[config.mk]
export PLATFORM = sky130hd
export DESIGN_NAME = eth_rx_frame_check
export DESIGN_NICKNAME = d
export VERILOG_FILES = /design/src/rtl/eth_rxc_pkg.sv /design/src/rtl/eth_rxc_crc32.sv /design/src/rtl/eth_rxc_track.sv /design/src/rtl/eth_rxc_verdict.sv /design/src/rtl/eth_rx_frame_check.sv
export SDC_FILE = /design/constraint.sdc
export NUM_CORES = 1
export LEC_CHECK = 0
export BUFFER_PORTS_ARGS = -buffer_cell sky130_fd_sc_hd__buf_2
export CORE_ASPECT_RATIO = 0.8
export CORE_UTILIZATION = 39
export CTS_BUF_LIST = sky130_fd_sc_hd__clkbuf_4 sky130_fd_sc_hd__clkbuf_8
export DETAILED_ROUTE_END_ITERATION = 12
export SLEW_MARGIN = 20
export SYNTH_ARGS = -nofsm -noshare
export SYNTH_HDL_FRONTEND = slang
export SYNTH_HIERARCHICAL = 1
export SYNTH_SLANG_ARGS = --single-unit
[constraint.sdc]
create_clock -name clk -period 3.6 [get_ports clk]
set_clock_uncertainty 0.1 [all_clocks]
set_input_delay 0.36 -clock clk [delete_from_list [all_inputs] [get_ports clk]]
set_output_delay 0.36 -clock clk [all_outputs]
set_load 0.1 [all_outputs]
[src/rtl/eth_rxc_pkg.sv]
package eth_rxc_pkg;

  localparam int unsigned FCS_BYTES = 4;
  localparam logic [31:0] CRC_POLY_REFL = 32'hEDB88320;

  // header status byte layout
  typedef struct packed {
    logic       good;
    logic [2:0] rsvd;
    logic       remote;
    logic       short_e;
    logic       align_e;
    logic       crc_e;
  } rx_status_t;

  // one byte through the reflected CRC-32, bit 0 of data first
  function automatic logic [31:0] crc32_byte(input logic [31:0] c, input logic [7:0] d);
    logic [31:0] r;
    r = c;
    for (int b = 0; b < 8; b++) begin
      if (r[0] ^ d[b]) r = (r >> 1) ^ CRC_POLY_REFL;
      else             r = r >> 1;
    end
    return r;
  endfunction

  function automatic logic [31:0] bitrev32(input logic [31:0] v);
    logic [31:0] r;
    for (int i = 0; i < 32; i++) r[i] = v[31-i];
    return r;
  endfunction

endpackage

[src/rtl/eth_rxc_crc32.sv]
module eth_rxc_crc32 #(
  parameter logic [31:0] RESIDUE = 32'hC704DD7B
) (
  input  logic       clk,
  input  logic       rst,
  input  logic       beat,
  input  logic       last,
  input  logic [7:0] data,
  output logic       crc_ok
);
  import eth_rxc_pkg::*;

  // the register runs reflected, so the residue is compared bit-reversed
  localparam logic [31:0] RESIDUE_REFL = bitrev32(RESIDUE);

  logic [31:0] crc_q;
  logic [31:0] crc_nxt;

  assign crc_nxt = crc32_byte(crc_q, data);
  assign crc_ok  = (crc_nxt == RESIDUE_REFL);

  always_ff @(posedge clk) begin
    if (rst)                crc_q <= '1;
    else if (beat && last)  crc_q <= '1;
    else if (beat)          crc_q <= crc_nxt;
  end


  crc_idle_hold_chk: assert property (@(posedge clk) disable iff (rst)
    !beat |=> $stable(crc_q));

endmodule

[src/rtl/eth_rxc_track.sv]
module eth_rxc_track #(
  parameter int unsigned LEN_W       = 12,
  parameter int unsigned MIN_PAYLOAD = 60,
  parameter int unsigned TYPE_POS    = 12,
  parameter logic [15:0] REMOTE_TYPE = 16'h0900
) (
  input  logic       clk,
  input  logic       rst,
  input  logic       beat,
  input  logic       last,
  input  logic [7:0] data,
  output logic       short_e,
  output logic       remote_e
);
  import eth_rxc_pkg::*;

  localparam logic [LEN_W-1:0] MIN_TOTAL = LEN_W'(MIN_PAYLOAD + FCS_BYTES);
  localparam logic [LEN_W-1:0] POS_HI    = LEN_W'(TYPE_POS);
  localparam logic [LEN_W-1:0] POS_LO    = LEN_W'(TYPE_POS + 1);
  localparam logic [LEN_W-1:0] TYPE_MIN  = LEN_W'(TYPE_POS + 2 + FCS_BYTES);
  localparam logic [LEN_W-1:0] CNT_MAX   = '1;

  logic [LEN_W-1:0] cnt_q, cnt_nxt;
  logic [7:0]       type_hi_q, type_lo_q;
  logic [15:0]      type_cur;

  // bytes so far including the one on this beat, saturating
  assign cnt_nxt  = (cnt_q == CNT_MAX) ? cnt_q : cnt_q + 1'b1;
  assign type_cur = {(cnt_q == POS_HI) ? data : type_hi_q,
                     (cnt_q == POS_LO) ? data : type_lo_q};

  assign short_e  = (cnt_nxt < MIN_TOTAL);
  assign remote_e = (cnt_nxt >= TYPE_MIN) && (type_cur == REMOTE_TYPE);

  always_ff @(posedge clk) begin
    if (rst) begin
      cnt_q     <= '0;
      type_hi_q <= '0;
      type_lo_q <= '0;
    end else if (beat) begin
      cnt_q     <= last ? '0 : cnt_nxt;
      type_hi_q <= last ? 8'h00 : type_cur[15:8];
      type_lo_q <= last ? 8'h00 : type_cur[7:0];
    end
  end


  len_count_step_chk: assert property (@(posedge clk) disable iff (rst)
    (beat && !last && cnt_q != CNT_MAX) |=> (cnt_q == $past(cnt_q) + 1'b1));


  len_idle_hold_chk: assert property (@(posedge clk) disable iff (rst)
    !beat |=> $stable(cnt_q));

endmodule

[src/rtl/eth_rxc_verdict.sv]
module eth_rxc_verdict (
  input  logic       clk,
  input  logic       rst,
  input  logic       fin,
  input  logic [2:0] xbits,
  input  logic       crc_ok,
  input  logic       short_e,
  input  logic       remote_e,
  input  logic       acc_bad,
  input  logic       acc_short,
  output logic       commit,
  output logic       discard,
  output logic [7:0] status
);
  import eth_rxc_pkg::*;

  rx_status_t st_nxt, st_q;
  logic       any_bad, keep;

  always_comb begin
    st_nxt         = '0;
    st_nxt.crc_e   = !crc_ok;
    st_nxt.align_e = (xbits != 3'd0);
    st_nxt.short_e = short_e;
    st_nxt.remote  = remote_e;
    st_nxt.good    = !(st_nxt.crc_e || st_nxt.align_e || short_e);
  end

  assign any_bad = st_nxt.crc_e || st_nxt.align_e;
  assign keep    = (!any_bad || acc_bad) && (!short_e || acc_short);

  always_ff @(posedge clk) begin
    if (rst) begin
      commit  <= 1'b0;
      discard <= 1'b0;
      st_q    <= '0;
    end else begin
      commit  <= fin && keep;
      discard <= fin && !keep;
      if (fin) st_q <= st_nxt;
    end
  end

  assign status = st_q;


  drop_needs_error_chk: assert property (@(posedge clk) disable iff (rst)
    discard |-> (status[2:0] != 3'b000));


  strict_keep_clean_chk: assert property (@(posedge clk) disable iff (rst)
    (commit && $past(!acc_bad && !acc_short)) |-> status[7]);


  status_hold_chk: assert property (@(posedge clk) disable iff (rst)
    !fin |=> $stable(st_q));

endmodule

[src/rtl/eth_rx_frame_check.sv]
module eth_rx_frame_check #(
  parameter int unsigned LEN_W       = 12,
  parameter int unsigned MIN_PAYLOAD = 60,
  parameter int unsigned TYPE_POS    = 12,
  parameter logic [15:0] REMOTE_TYPE = 16'h0900,
  parameter logic [31:0] RESIDUE     = 32'hC704DD7B
) (
  input  logic       clk,
  input  logic       rst,
  input  logic       cfg_accept_bad,
  input  logic       cfg_accept_short,
  input  logic       in_valid,
  output logic       in_ready,
  input  logic [7:0] in_data,
  input  logic       in_last,
  input  logic [2:0] in_xbits,
  output logic       commit,
  output logic       discard,
  output logic [7:0] hdr_status,
  output logic       ev_rx_pkt,
  output logic       ev_remote,
  output logic       ev_short,
  output logic       ev_align,
  output logic       ev_crc
);

  logic rdy_q;
  logic beat, fin;
  logic crc_ok, short_e, remote_e;

  always_ff @(posedge clk) begin
    if (rst) rdy_q <= 1'b0;
    else     rdy_q <= 1'b1;
  end

  assign in_ready = rdy_q;
  assign beat     = in_valid && rdy_q;
  assign fin      = beat && in_last;

  eth_rxc_crc32 #(.RESIDUE(RESIDUE)) u_crc (
    .clk(clk), .rst(rst), .beat(beat), .last(in_last), .data(in_data), .crc_ok(crc_ok)
  );

  eth_rxc_track #(
    .LEN_W(LEN_W), .MIN_PAYLOAD(MIN_PAYLOAD), .TYPE_POS(TYPE_POS), .REMOTE_TYPE(REMOTE_TYPE)
  ) u_track (
    .clk(clk), .rst(rst), .beat(beat), .last(in_last), .data(in_data),
    .short_e(short_e), .remote_e(remote_e)
  );

  eth_rxc_verdict u_verdict (
    .clk(clk), .rst(rst), .fin(fin), .xbits(in_xbits), .crc_ok(crc_ok),
    .short_e(short_e), .remote_e(remote_e),
    .acc_bad(cfg_accept_bad), .acc_short(cfg_accept_short),
    .commit(commit), .discard(discard), .status(hdr_status)
  );

  assign ev_rx_pkt = commit;
  assign ev_crc    = commit && hdr_status[0];
  assign ev_align  = commit && hdr_status[1];
  assign ev_short  = commit && hdr_status[2];
  assign ev_remote = commit && hdr_status[3];


  verdict_after_last_chk: assert property (@(posedge clk) disable iff (rst)
    (commit || discard) |-> $past(in_valid && in_ready && in_last));


  verdict_onehot_chk: assert property (@(posedge clk) disable iff (rst)
    $onehot0({commit, discard}));


  events_on_commit_chk: assert property (@(posedge clk) disable iff (rst)
    (ev_crc || ev_align || ev_short || ev_remote) |-> ev_rx_pkt);


  ready_after_reset_chk: assert property (@(posedge clk) disable iff (rst)
    $past(!rst) |-> in_ready);

endmodule

Word level (Yosys, flattened, before mapping)
Index checks and enable logic that the tools add are counted.
W data, S select, Z words.
{"block": "word_totals", "ff_bits": 68, "latch_bits": 0, "mem_bits_rw": 0, "romBits": 0, "out_inout_bits": 16, "elab_cells": 72, "mem_count": 0}
{"block": "classes", "n_addsub": 1, "multipliers": 0, "div_mod_pow": 0, "n_lt_le_gt_ge": 2, "eq_ne": 5, "shifts": 0, "mux": 15, "n_bitwise": 16, "n_reduce_logical": 21}
{"op": "$mux W32", "count": 8}
{"op": "$not A13 Y14", "count": 8}
{"op": "$eq A32 B32 Y1 const B", "count": 1}
{"op": "$mux W8", "count": 4}
{"op": "$eq A12 B4 Y1 const B", "count": 2}
{"op": "$mux W12", "count": 2}
{"op": "$eq A16 B12 Y1 const B", "count": 1}
{"op": "$add A12 B1 Y12 const B", "count": 1}
{"op": "$eq A12 B12 Y1 const B", "count": 1}
{"op": "$ge A12 B5 Y1 const B", "count": 1}
{"op": "$lt A12 B7 Y1 const B", "count": 1}
{"op": "$logic_and A1 B1 Y1", "count": 10}
{"op": "$xor A1 B1 Y1", "count": 8}
{"op": "$logic_not A1 Y1", "count": 5}
{"op": "$logic_or A1 B1 Y1", "count": 4}
{"op": "$reduce_bool A3 Y1", "count": 1}
{"op": "$reduce_or A2 Y1", "count": 1}
{"op": "$mux W1", "count": 1}

Longest topological paths before layout
{"block": "logic_depth", "ltp_word": 24, "depth_mapped": 10, "depth_no_buf": 10}

Hierarchy
The synthesis kept the hierarchy.
{"mod": "eth_rxc_crc32", "instances": 1, "cells_per_inst": 281, "area_per_inst_um2": 2484.9}
{"mod": "eth_rxc_track", "instances": 1, "cells_per_inst": 194, "area_per_inst_um2": 1557.7}
{"mod": "eth_rxc_verdict", "instances": 1, "cells_per_inst": 32, "area_per_inst_um2": 315.3}
{"mod": "eth_rx_frame_check", "instances": 1, "cells_per_inst": 9, "area_per_inst_um2": 68.8}

Worst setup path after synthesis
Ideal clock, no wire load.
{"block": "synth_path", "path_type": "flip-flop to flip-flop", "start": "register u_crc.crc_q[0]", "end": "register u_verdict.commit", "setup_time_ps": 86, "t_arrival_ps": 3128, "path_slack_ps": 285, "stages_incl_launch_ff": 9, "path_buffers": 0, "period_less_slack_ps": 3315, "path_cell_list": "dfxtp_1 -> xnor2_2 -> xnor3_2 -> xnor2_1 -> or4_1 -> a222oi_1 -> and4_1 -> or4b_4 -> a221oi_2"}
{"block": "synth_via", "elab_chain_len": 21, "elab_cells_between_ends": 24, "cone_classes": "eq/ne (1); mux (8); bitwise (9); reduce/logical (6)"}
{"item": "start, declared", "line_no": "eth_rxc_crc32.sv:16", "rtl": "logic [31:0] crc_q;"}
{"item": "start signal, assigned", "line_no": "eth_rxc_crc32.sv:25", "rtl": "else if (beat) crc_q <= crc_nxt;"}
{"item": "$xor A1 B1 Y1 *", "line_no": "eth_rxc_pkg.sv:21", "rtl": "if (r[0] ^ d[b]) r = (r >> 1) ^ CRC_POLY_REFL;"}
{"item": "$mux W32 * (2 in series)", "line_no": "eth_rxc_pkg.sv:21"}
{"item": "$not A13 Y14 (no line) or $mux W32 (tied branches)"}
{"item": "$mux W32 *", "line_no": "eth_rxc_pkg.sv:21"}
{"item": "$not A13 Y14 (no line) or $mux W32 (tied branches)"}
{"item": "$mux W32 * (2 in series)", "line_no": "eth_rxc_pkg.sv:21"}
{"item": "$not A13 Y14 (no line) or $mux W32 (tied branches)"}
{"item": "$mux W32 *", "line_no": "eth_rxc_pkg.sv:21"}
{"item": "[4 not listed]"}
{"item": "$eq A32 B32 Y1 *", "line_no": "eth_rxc_crc32.sv:20", "rtl": "assign crc_ok = (crc_nxt == RESIDUE_REFL);"}
{"item": "named net crc_ok", "line_no": "eth_rx_frame_check.sv:29", "rtl": "logic crc_ok, short_e, remote_e;"}
{"item": "$logic_not A1 Y1 *", "line_no": "eth_rxc_verdict.sv:22", "rtl": "st_nxt.crc_e = !crc_ok;"}
{"item": "$logic_or A1 B1 Y1 *", "line_no": "eth_rxc_verdict.sv:29", "rtl": "assign any_bad = st_nxt.crc_e || st_nxt.align_e;"}
{"item": "$logic_not A1 Y1 *", "line_no": "eth_rxc_verdict.sv:30", "rtl": "assign keep = (!any_bad || acc_bad) && (!short_e || acc_short);"}
{"item": "$logic_or A1 B1 Y1 *", "line_no": "eth_rxc_verdict.sv:30"}
{"item": "$logic_and A1 B1 Y1 *", "line_no": "eth_rxc_verdict.sv:30"}
{"item": "$logic_and A1 B1 Y1 *", "line_no": "eth_rxc_verdict.sv:38", "rtl": "commit <= fin && keep;"}
{"item": "end signal, assigned", "line_no": "eth_rxc_verdict.sv:38"}
{"item": "end, declared", "line_no": "eth_rxc_verdict.sv:11", "rtl": "output logic commit,"}
Mark *: on every way through the listed nets, which the timed path passes. The rest lies on a longest branch.
A chain may end at the register's enable or synchronous reset.

Worst setup path after layout
{"block": "layout_path", "start": "register u_crc.crc_q[6]", "end": "register u_verdict.commit"}
{"block": "layout_via", "elab_chain_len": 18}
{"item": "$not A13 Y14 (no line)"}
{"item": "$mux W32 * (6 in series)", "line_no": "eth_rxc_pkg.sv:21"}
{"item": "$xor A1 B1 Y1 *", "line_no": "eth_rxc_pkg.sv:21"}
{"item": "$mux W32 *", "line_no": "eth_rxc_pkg.sv:21"}
{"item": "$not A13 Y14 (no line)"}
{"item": "$mux W32 *", "line_no": "eth_rxc_pkg.sv:21"}
{"item": "$eq A32 B32 Y1 *", "line_no": "eth_rxc_crc32.sv:20"}
{"item": "named net crc_ok", "line_no": "eth_rx_frame_check.sv:29"}
{"item": "$logic_not A1 Y1 *", "line_no": "eth_rxc_verdict.sv:22"}
{"item": "$logic_or A1 B1 Y1 *", "line_no": "eth_rxc_verdict.sv:29"}
{"item": "$logic_not A1 Y1 *", "line_no": "eth_rxc_verdict.sv:30"}
{"item": "$logic_or A1 B1 Y1 *", "line_no": "eth_rxc_verdict.sv:30"}
{"item": "$logic_and A1 B1 Y1 *", "line_no": "eth_rxc_verdict.sv:30"}
{"item": "$logic_and A1 B1 Y1 *", "line_no": "eth_rxc_verdict.sv:38"}
Marks and branches as above.

==> flow_metrics.env <==
export IMPL_cap_violations=0
export IMPL_crit_buf_inv=1
export IMPL_synth_top_area_share_pct=30.8
export IMPL_fillers=1103
export IMPL_antenna_cells=0
export IMPL_utilization_pct=46.4
export IMPL_coreArea_sq_um=11000
export IMPL_seq_area_frac_synth_pct=30.8
export IMPL_period_minus_slack_ns=3.48
export IMPL_cts_sinks=68
export IMPL_grt_max_degree=46
export IMPL_syn_to_final_growth_pct=15.1
export IMPL_rsz0062_at_grt="false"
export IMPL_worst_pin_slew_ns=0.821
export IMPL_netlist_area_sq_um=4430
export IMPL_grtUsageTotal_pct=20.1
export IMPL_grt_pass1_vias=3538
export IMPL_vdd_drop_max_mv=0.326
export IMPL_instances_no_fill=705
export IMPL_finalCritPeriodShare_pct=96.7
export IMPL_synth_edf_count=0
export IMPL_crit_type="reg2reg"
export IMPL_start_util_pct=40.3
export IMPL_ioPinCount=33
export IMPL_slew_headroom_pct=45.3
export IMPL_crit_path_top_delay_cell="or4b_4"
export IMPL_overflow=0
export IMPL_setup_tns_ns=0
export IMPL_finalSetupViolCount=0
export IMPL_slowest_delay_ns=0.50
export IMPL_post_cts_buffers=0
export IMPL_fmax_mhz=287
export IMPL_synth_area_top_cells="dfxtp_1 31%, xnor2_1 11%, nand2_1 5.3%"
export IMPL_worstPathRequired_ns=3.75
export IMPL_portBuffers=29
export IMPL_drive_gt1_share_pct=17.3
export IMPL_dieArea_sq_um=11800
export IMPL_dp_cells=689
export IMPL_yosysTopAreaCell="dfxtp_1"
export IMPL_dp_slack_ns=0.0531
export IMPL_async_reset_ff_share_pct=0
export IMPL_cts_buffers=9
export IMPL_drt_iter0_drc=314
export IMPL_grt_pass1_wl_mm=18.4
export IMPL_die_height_um=97.3
export IMPL_drc_errors=0
export IMPL_clockRootBuffer="clkbuf_8"
export IMPL_vias=3869
export IMPL_synth_seq_cells=68
export IMPL_synth_cell_types=63
export IMPL_final_max_slew_violation_count=0
export IMPL_cp_top_family="XOR/XNOR gates"
export IMPL_wl_mm=11.1
export IMPL_ant_nets=0
export IMPL_syn_area_per_cell_sq_um=8.58
export IMPL_fin_ws_ns=0.119
export IMPL_vias_per_cell=5.49
export IMPL_final_common_cell="dfxtp_1"
export IMPL_rows=34
export IMPL_final_cell_mix="68 x dfxtp_1, 63 x nand2_1, 55 x xnor2_1, 49 x nor2_1, 29 x buf_2"
export IMPL_cp_common_cell="xnor3_1"
export IMPL_synth_warnings=6
export IMPL_synth_ff_type="dfxtp_1"
export IMPL_fin_nets=577
export IMPL_htreeDepth=3
export IMPL_drt_pass1_iter_count=5
export IMPL_die_width_um=121
export IMPL_start_kind="flip-flop"
export IMPL_clk_latency_ns=0.35
export IMPL_hp_class="in2reg"
export IMPL_finalHoldViolations=0
export IMPL_wire_per_inst_um=15.8
export IMPL_clk_pin_slew_ns=0.08
export IMPL_arrival_ns=3.63
export IMPL_p_per_area_nw_per_um2=544
export IMPL_clk_path_buf_depth=2
export IMPL_outcome="completed"
export IMPL_p_leak_uw=0.00201
export IMPL_crit_chain="xor2_1, xnor3_1, xnor3_1, a2111oi_1, buf_4, o2111a_1, and4_1, or4b_4, a221oi_2"
export IMPL_cts_tree="done"
export IMPL_antenna_found_initial=0
export IMPL_place_congestion=0.909
export IMPL_cp_max_fo=3
export IMPL_hpwl_mm=8.25
export IMPL_syn_inst=516
export IMPL_crit_path_end_kind="flip-flop"
[worst register-to-register path, cell delays in order (launching register included)]
cell,delay (ns)
dfxtp_1,0.42
xor2_1,0.25
xnor3_1,0.49
xnor3_1,0.38
a2111oi_1,0.44
buf_4,0.20
o2111a_1,0.15
and4_1,0.22
or4b_4,0.50
a221oi_2,0.24
[Yosys cell counts (all sizes together) (10+ instances only)]
master   n
nand3   10
nor3    11
a21oi   20
nand2   63
a22oi   19
nor2    49
clkbuf  15
xnor3   10
mux2i   14
dfxtp   68
buf     14
o21ai   26
xnor2   62
inv     11
xor2    18
a211oi  10
[flip-flops by register name (all words and copies together) (netlist names)]
signal	count
in_ready	1
u_crc/crc_q	32
u_track/type_hi_q	8
u_track/type_lo_q	8
u_verdict/commit	1
u_track/cnt_q	12
u_verdict/status	5
u_verdict/discard	1
[final cells by class]
type                    instances  area [sq um]  area share (%)
flip-flops and latches         68          1360            26.7
repair buffers                 56           360            7.07
clock buffers                   9           124            2.43
clock inverters                 7           124            2.43
multi-input cells             410          2900            57.0
well taps                     144           180            3.54
inverters                      11          41.3           0.810
[kinds of logic (layout without fill, tap and decap cells)]
kind of cell | after synthesis | after routing | synth area share [%]
and+or+nand+nor | 191 | 191 | 21.7
AOI/OAI and AO/OA | 106 | 106 | 15.9
xor gates and xnor gates | 90 | 90 | 22.5
DFF | 68 | 68 | 30.8
buffers and inverters | 40 | 83 | 3.96
muxes | 16 | 16 | 3.93
adders and majority gates | 4 | 4 | 1.13
other | 1 | 3 | 0.0847
[metal layers]
metal,GRT usage [%],routed length (um),up-vias
met4,4.46,100,0
met2,28.5,4630,140
met1,30.7,5650,1828
met5,0,0,-
li1,-,-,1885
met3,4.34,753,16
[stage by stage]
| stage | power, uW | area, sq um | hold slack [ns] |
|---|---|---|---|
| global placement | 1980 | 4850 | 0.348 |
| detailed placement | 1990 | 4850 | 0.356 |
| floorplan | 1690 | 4430 | 0.317 |
| global route | 2940 | 5090 | 0.166 |
| finish | 2770 | 5090 | 0.194 |
| CTS | 2790 | 5090 | 0.178 |
[power breakdown]
| group | switching, uW | internal (uW) |
|---|---|---|
| clock | 322 | 465 |
| combinational | 577 | 548 |
| sequential | 54.1 | 805 |
[repair_timing]
item                       in CTS  in global routing
setup endpoints to repair       0                  1
gates resized for setup         0                  1
hold buffers                    0                  0
[worst paths after layout]
kind              slack, ns  cells past startpoint                    to                 start
hold / removal         0.19                      3      u_verdict/commit      cfg_accept_short
setup reg to reg       0.12                      9      u_verdict/commit        u_crc/crc_q[6]
hold reg to reg        0.37                      2  u_track/type_hi_q[6]  u_track/type_hi_q[6]
setup / recovery       0.12                      9      u_verdict/commit        u_crc/crc_q[6]
Power figures use the tool's default switching activity.
